File: src/rtl/rfifo_pkg.sv
package rfifo_pkg;
  typedef struct packed {
    logic push;
    logic pop;
  } fifoStrobe_t;
endpackage

File: src/rtl/rfifo_ctrl.sv
module rfifo_ctrl import rfifo_pkg::*; #(
  parameter int DEPTH = 16
) (
  input  logic                     clk,
  input  logic                     rst,
  input  logic                     modeSel,
  input  logic                     wrEn,
  input  logic                     rdEn,
  output fifoStrobe_t              strobe,
  output logic                     inReady,
  output logic                     outReady,
  output logic                     modeLocked,
  output logic                     fwftMode,
  output logic [$clog2(DEPTH):0]   fillCount
);
  localparam int AW = $clog2(DEPTH);
  localparam logic [AW:0] FULL_CNT = (AW+1)'(DEPTH);

  logic outValid;
  logic spaceFree;
  logic haveWord;
  logic popReq;

  always_comb begin
    spaceFree  = modeLocked && (fillCount != FULL_CNT);
    haveWord   = modeLocked && (fillCount != '0);
    popReq     = fwftMode ? (!outValid || rdEn) : rdEn;
    strobe.push = wrEn && spaceFree;
    strobe.pop  = haveWord && popReq;
    inReady    = spaceFree;
    outReady   = fwftMode ? outValid : haveWord;
  end

  always_ff @(posedge clk) begin
    if (rst) begin
      modeLocked <= 1'b0;
      fwftMode   <= 1'b0;
      fillCount  <= '0;
      outValid   <= 1'b0;
    end else begin
      if (!modeLocked) begin
        modeLocked <= 1'b1;
        fwftMode   <= !modeSel;
      end
      case ({strobe.push, strobe.pop})
        2'b10:   fillCount <= fillCount + 1'b1;
        2'b01:   fillCount <= fillCount - 1'b1;
        default: fillCount <= fillCount;
      endcase
      if (fwftMode) begin
        if (strobe.pop)  outValid <= 1'b1;
        else if (rdEn)   outValid <= 1'b0;
      end
    end
  end
endmodule

File: src/rtl/rfifo_dpath.sv
module rfifo_dpath import rfifo_pkg::*; #(
  parameter int DEPTH = 16,
  parameter int WIDTH = 36
) (
  input  logic             clk,
  input  logic             rst,
  input  fifoStrobe_t      strobe,
  input  logic [WIDTH-1:0] wrData,
  output logic [WIDTH-1:0] rdData
);
  localparam int AW = $clog2(DEPTH);

  logic [WIDTH-1:0] mem [DEPTH];
  logic [AW-1:0]    wrPtr;
  logic [AW-1:0]    rdPtr;

  always_ff @(posedge clk) begin
    if (strobe.push) mem[wrPtr] <= wrData;
  end

  always_ff @(posedge clk) begin
    if (rst) begin
      wrPtr  <= '0;
      rdPtr  <= '0;
      rdData <= '0;
    end else begin
      if (strobe.push) wrPtr <= wrPtr + 1'b1;
      if (strobe.pop) begin
        rdPtr  <= rdPtr + 1'b1;
        rdData <= mem[rdPtr];
      end
    end
  end
endmodule

File: src/rtl/ready_fifo.sv
module ready_fifo import rfifo_pkg::*; #(
  parameter int DEPTH = 16,
  parameter int WIDTH = 36
) (
  input  logic             clk,
  input  logic             rst,
  input  logic             modeSel,
  input  logic             wrEn,
  input  logic [WIDTH-1:0] wrData,
  input  logic             rdEn,
  output logic [WIDTH-1:0] rdData,
  output logic             inReady,
  output logic             outReady
);
  localparam int AW = $clog2(DEPTH);

  fifoStrobe_t   strobe;
  logic          modeLocked;
  logic          fwftMode;
  logic [AW:0]   fillCount;

  rfifo_ctrl #(.DEPTH(DEPTH)) uCtrl (
    .clk(clk), .rst(rst), .modeSel(modeSel), .wrEn(wrEn), .rdEn(rdEn),
    .strobe(strobe), .inReady(inReady), .outReady(outReady),
    .modeLocked(modeLocked), .fwftMode(fwftMode), .fillCount(fillCount)
  );

  rfifo_dpath #(.DEPTH(DEPTH), .WIDTH(WIDTH)) uDpath (
    .clk(clk), .rst(rst), .strobe(strobe), .wrData(wrData), .rdData(rdData)
  );
endmodule

File: config.mk
export PLATFORM = sky130hd
export DESIGN_NAME = ready_fifo
export DESIGN_NICKNAME = d
export VERILOG_FILES = /design/src/rtl/rfifo_pkg.sv /design/src/rtl/rfifo_ctrl.sv /design/src/rtl/rfifo_dpath.sv /design/src/rtl/ready_fifo.sv
export SDC_FILE = /design/constraint.sdc
export NUM_CORES = 1
export LEC_CHECK = 0
export ABC_AREA = 1
export CAP_MARGIN = 15
export CORE_AREA = 5 5 237 239
export CTS_CLUSTER_SIZE = 25
export DETAILED_ROUTE_END_ITERATION = 8
export DIE_AREA = 0 0 242 244
export DONT_BUFFER_PORTS = 1
export PLACE_DENSITY = 0.78
export SETUP_SLACK_MARGIN = 0.5
export SLEW_MARGIN = 15
export SYNTH_ARGS = -nofsm -noshare
export SYNTH_HDL_FRONTEND = slang
export SYNTH_SLANG_ARGS = --single-unit
File: constraint.sdc
create_clock -name clk -period 3.1 [get_ports clk]
set_input_delay 0.31 -clock clk [delete_from_list [all_inputs] [get_ports clk]]
set_output_delay 0.31 -clock clk [all_outputs]
set_load 0.1 [all_outputs]
# ---- Word level (Yosys, flattened, before mapping)
# Memory sizes are Yosys's and may differ from the RTL's. A register that Yosys moved wholly into a read port is not among the register bits.
# Cells that the tools add are included.
dict set report totals {
  wordCells 33
  mem_count 1
  register_bits 16
  input_bits 41
  ram_bits 576
  output_inout_bits 38
}
# memory words width rd rd_ports_with_merged_regs write_ports line
set mem_list {}
lappend mem_list {uDpath.mem 16 36 1 1 1 rfifo_dpath.sv:13} ;# logic [WIDTH-1:0] mem [DEPTH];
dict set report op_classes {
  add_sub_neg 4
  eq_ne 3
  reduce_logical 11
  mux 8
}
# op n
set op_table {}
lappend op_table {{$pmux W5 S2} 1}
lappend op_table {{$add A4 B1 Y4 const B} 2}
lappend op_table {{$mux W1} 7}
lappend op_table {{$add A5 B1 Y5 const B} 1}
lappend op_table {{$ne A5 B5 Y1 const B} 1}
lappend op_table {{$reduce_bool A5 Y1} 1}
lappend op_table {{$sub A5 B1 Y5 const B} 1}
lappend op_table {{$logic_and A1 B1 Y1} 4}
lappend op_table {{$reduce_bool A2 Y1} 2}
lappend op_table {{$eq A2 B1 Y1 const B} 1}
lappend op_table {{$eq A2 B2 Y1 const B} 1}
lappend op_table {{$logic_not A1 Y1} 2}
lappend op_table {{$reduce_and A2 Y1} 1}
lappend op_table {{$logic_or A1 B1 Y1} 1}

# ---- Depth between registers and ports, before layout
dict set report logic_depth {
  word_depth 6
  ltp_mapped 18
  depth_no_buf 17
}

# ---- Hierarchy
# From an unflattened synthesis, not the netlist that was laid out.
dict set report unflattened {
  hier_cells 2225
  hier_area_um2 25214.2
}
# mod area_each_um2 seq_area_each_um2 instances cells_each
set modules_own_cells {}
lappend modules_own_cells {rfifo_dpath 24712.5 18177.4 1 2148}
lappend modules_own_cells {rfifo_ctrl 501.7 160.2 1 77}

# ---- Least setup slack after synthesis
# Ideal clock, no wire load.
dict set report synth_timing {
  kind {reg-to-reg}
  start {register uCtrl.fillCount[0]}
  end {memory uDpath.mem[11][0], enable pin}
  arrival_ns 2.527
  setup_slack_ns 0.144
  path_stages_with_launch 7
  path_cell_list {dfxtp_1 -> nor2_1 -> nand4_1 -> nand3_1 -> inv_1 -> nand2_1 -> nor2_1}
}
dict set report synth_via {
  elab_chain_cells 5
}
# item line
set synth_lines {}
lappend synth_lines {{start: declaration} rfifo_ctrl.sv:14} ;# output logic [$clog2(DEPTH):0] fillCount
lappend synth_lines {{start signal: assignment} rfifo_ctrl.sv:46} ;# 2'b10: fillCount <= fillCount + 1'b1;
lappend synth_lines {{start signal: assignment} rfifo_ctrl.sv:47} ;# 2'b01: fillCount <= fillCount - 1'b1;
lappend synth_lines {{start signal: assignment} rfifo_ctrl.sv:48} ;# default: fillCount <= fillCount;
lappend synth_lines {{$ne A5 B5 Y1} rfifo_ctrl.sv:25} ;# spaceFree = modeLocked && (fillCount != FULL_CNT);
lappend synth_lines {{$logic_and A1 B1 Y1} rfifo_ctrl.sv:25}
lappend synth_lines {{$logic_and A1 B1 Y1} rfifo_ctrl.sv:28} ;# strobe.push = wrEn && spaceFree;
lappend synth_lines {{$mux W1} rfifo_dpath.sv:18} ;# if (strobe.push) mem[wrPtr] <= wrData;
lappend synth_lines {{$mux W1 (not written as such)} rfifo_dpath.sv:18}
lappend synth_lines {{end: declaration} rfifo_dpath.sv:13}
# Every way passes these cells.

# ---- Final worst setup path
dict set report layout_timing {
  start {register uCtrl.fillCount[0]}
  end {memory uDpath.mem[15][8], enable pin}
}
# The elaborated chain is that of the path after synthesis.

==> flow_summary.json <==
{
  "comb_power_share": 0.144,
  "row_count": 85,
  "hold_class": "in -> reg",
  "r2r-end": "uDpath.mem[15][8]",
  "num_vias": 18080,
  "crit_start": "uCtrl.fillCount[0]",
  "cts_max_level": 2,
  "final.min_clock_period_ns": 2.382,
  "cts_tree": "built",
  "slew_headroom": 0.2281,
  "grt_antenna_before_repair": 6,
  "cp_top_family": "simple AND/OR/NAND/NOR gates",
  "ys.warnings.count": 0,
  "worst_path_max_delay_cell": "dfxtp_1",
  "fin_crit_sh": 0.7684,
  "power_density_nw_per_um2": 679.8,
  "path_class": "reg -> reg",
  "hold_buffers": 39,
  "placed_area_sq_um": 27580,
  "cts_sinks": 628,
  "rsz0062_at_grt": "no",
  "grt_max_degree": 185,
  "core-area_sq_um": 53600,
  "nNetsFinal": 2669,
  "critPathMaxStageDelay_ns": 0.40,
  "end_kind": "register",
  "synthSimpleGateAreaFrac": 0.2133,
  "fmax_mhz": 419.8,
  "drive_above_1_share": 0.06787,
  "power.leakage_nw": 12.41,
  "clkSlewWorstSetupHoldPaths_ns": 0.06,
  "first_global_vias": 17970,
  "critPathCapture": "uDpath.mem[15][8]",
  "rrSetupSlack_ns": 0.72,
  "routed_via_density": 5.369,
  "final_core_util": 0.5604,
  "syn_avg_cell_area_sq_um": 10.24,
  "ctsResizeCount": 0,
  "r2r-start": "uCtrl.fillCount[0]",
  "die_w_um": 242,
  "drtPass1Iterations": 7,
  "setup_ws_ns": 0.7181,
  "synth_fa_ha_area_frac": 0.004253,
  "pre_cts_slack_ns": 0.7795,
  "worstMarginPinSlew_ns": 1.158,
  "hpwl_um": 32900,
  "grt_remaining_overflow": 0,
  "die_h_um": 244,
  "cts_setup_buffers": 0,
  "die-area_sq_um": 59050,
  "seqPwrFrac": 0.486,
  "worst_setup_path_start_kind": "register",
  "p_clk_frac": 0.370,
  "maxSlewViolCount": 0,
  "synth_top_family_by_area": "simple AND/OR/NAND/NOR gates",
  "drc_errors": 0,
  "netlist_area_sq_um": 26480,
  "crit_chain": "nor2_1, nand4_1, nand3_1, inv_1, nand2_1, nor2_4, buf_4",
  "ant_nets": 0,
  "ir_drop_uv": 479.6,
  "ff2ff_path_depth": 7,
  "synth_mux_area_frac": 0,
  "syn_inst": 2585,
  "gp_congestion": 0.7976,
  "syn_nets": 2635,
  "setup_viol": 0,
  "design_area_sq_um": 30040,
  "cp.depth": 7,
  "cts_buffers": 58,
  "seq_area_frac_synth": 0.6925,
  "fin_tns_setup_ns": 0,
  "worstPathMaxFanout": 23,
  "cts_root_buffer": "clkbuf_16",
  "gr-usage-all-layers": 0.2072,
  "syn2layout_area_growth_pct": 13.43,
  "cts_buffer_depth": 3,
  "ys_ff_latch": 628,
  "swShare": 0.2803,
  "clk_latency_ns": 0.63,
  "path_buf_inv": 2,
  "synth_compound_area_frac": 0.01096,
  "p_sw_w": 0.005723,
  "wire_per_inst_um": 18.58,
  "portBuffers": 0,
  "drt-total-wl_um": 62590,
  "finalPower_w": 0.02042,
  "ys_types": 21,
  "num_io_pins": 79,
  "cp.required_ns": 3.37,
  "finClkSkew_ns": 0.02048,
  "worstPathArrival_ns": 2.65,
  "drtIter0Drc": 1989,
  "status": "finished, final reports clean",
  "p_int_w": 0.01470,
  "grt_pass1_wl_um": 97810,
  "hold_violations": 0,
  "start_util": 0.4940,
  "drv_cap": 0,
  "synthXorXnorAreaFrac": 0.002315
}
-- cell usage after synthesis --
cell,n,area [sq um]
nand3b_1,1,7.510
nor2_1,23,86.33
xnor2_1,1,8.760
buf_4,6,45.04
nand4_1,2,12.51
clkbuf_1,48,180.2
nand3_1,404,2022
a21boi_0,1,7.510
clkinv_1,1,3.750
xor2_1,6,52.55
dfxtp_1,52,1041
ha_1,9,112.6
buf_1,19,71.32
buf_2,56,280.3
o21bai_1,1,7.510
edfxtp_1,576,17300
inv_1,383,1438
nand2_1,938,3521
o21ai_0,5,25.02
a21oi_1,50,250.2
inv_2,3,11.26
-- cell families after synthesis --
logic type,count (synthesis)
flip-flops,628
adder cells (fa/ha/maj),9
buffers and inverters,516
AO/OA/AOI/OAI,57
XOR/XNOR,7
AND/OR/NAND/NOR,1368
-- registers in the layout, indices dropped and copies added, names as in the netlist --
register and flops:
uCtrl.fillCount 5, uDpath.rdData 36, uCtrl.modeLocked 1, uCtrl.outValid 1, uDpath.rdPtr 4, uCtrl.fwftMode 1, uDpath.wrPtr 4, uDpath.mem 576
-- worst min-delay path by stage --
stage	startpoint	slack (ns)	depth (start not counted)	endpoint
final	rst	0.07	2	uCtrl.fillCount[0]
after global routing	rst	0.08	2	uCtrl.fillCount[4]
after CTS	rst	0.04	2	uCtrl.fillCount[0]
after detailed placement	rst	0.40	1	uDpath.rdPtr[0]
after global placement	rst	0.39	1	uDpath.rdPtr[3]
after floorplan	wrData[0]	0.41	0	uDpath.mem[0][0]
-- power by group through the flow --
stage | sequential, W | clock [W] | combinational (W)
finish | 0.00993 | 0.00755 | 0.00294
global route | 0.00994 | 0.00800 | 0.00326
CTS | 0.00993 | 0.00765 | 0.00295
detailed placement | 0.0101 | 0 | 0.00276
global placement | 0.0101 | 0 | 0.00270
floorplan | 0.0104 | 0 | 0.00176
-- metal layers --
layer | routed length (um) | track usage
met5 | 13 | 0
met4 | 1558 | 0.07536
met1 | 24250 | 0.2683
met3 | 5692 | 0.03560
met2 | 31080 | 0.3552
-- worst register-to-register path, cell delays in order, from the launching register on --
cell and delay, ns:
dfxtp_1 0.40, nor2_1 0.09, nand4_1 0.09, nand3_1 0.29, inv_1 0.30, nand2_1 0.30, nor2_4 0.17, buf_4 0.39
-- cell type report --
class / instances / area, sq um
Clock inverter: 32 / 439.2
Fill cell: 4222 / 23570
Timing Repair Buffer: 103 / 1064
Antenna cell: 5 / 12.51
Sequential cell: 628 / 18350
Inverter: 387 / 1463
Tap cell: 696 / 870.8
Multi-Input combinational cell: 1441 / 6240
Clock buffer: 76 / 1600
-- per-stage QoR --
step / hold slack [ns] / std cells
2_1_floorplan: 0.4089 / 2585
3_3_place_gp: 0.3905 / 3216
3_5_place_dp: 0.4020 / 3216
4_1_cts: 0.03942 / 3363
5_1_grt: 0.08096 / 3365
6_report: 0.07443 / 3368
-- placed cells by master (no fill, tap or decap), drive strengths merged --
master         n
a21boi         1
a21oi         50
buf           65
bufinv        10
clkbuf        76
clkinv        19
clkinvlp       3
dfxtp         52
diode          5
dlygate4sd3   38
edfxtp       576
ha             9
inv          387
nand2        938
nand3        404
nand3b         1
nand4          2
nor2          23
o21ai          5
o21bai         1
xnor2          1
xor2           6
Note: power is estimated with default switching activity, not from simulation.
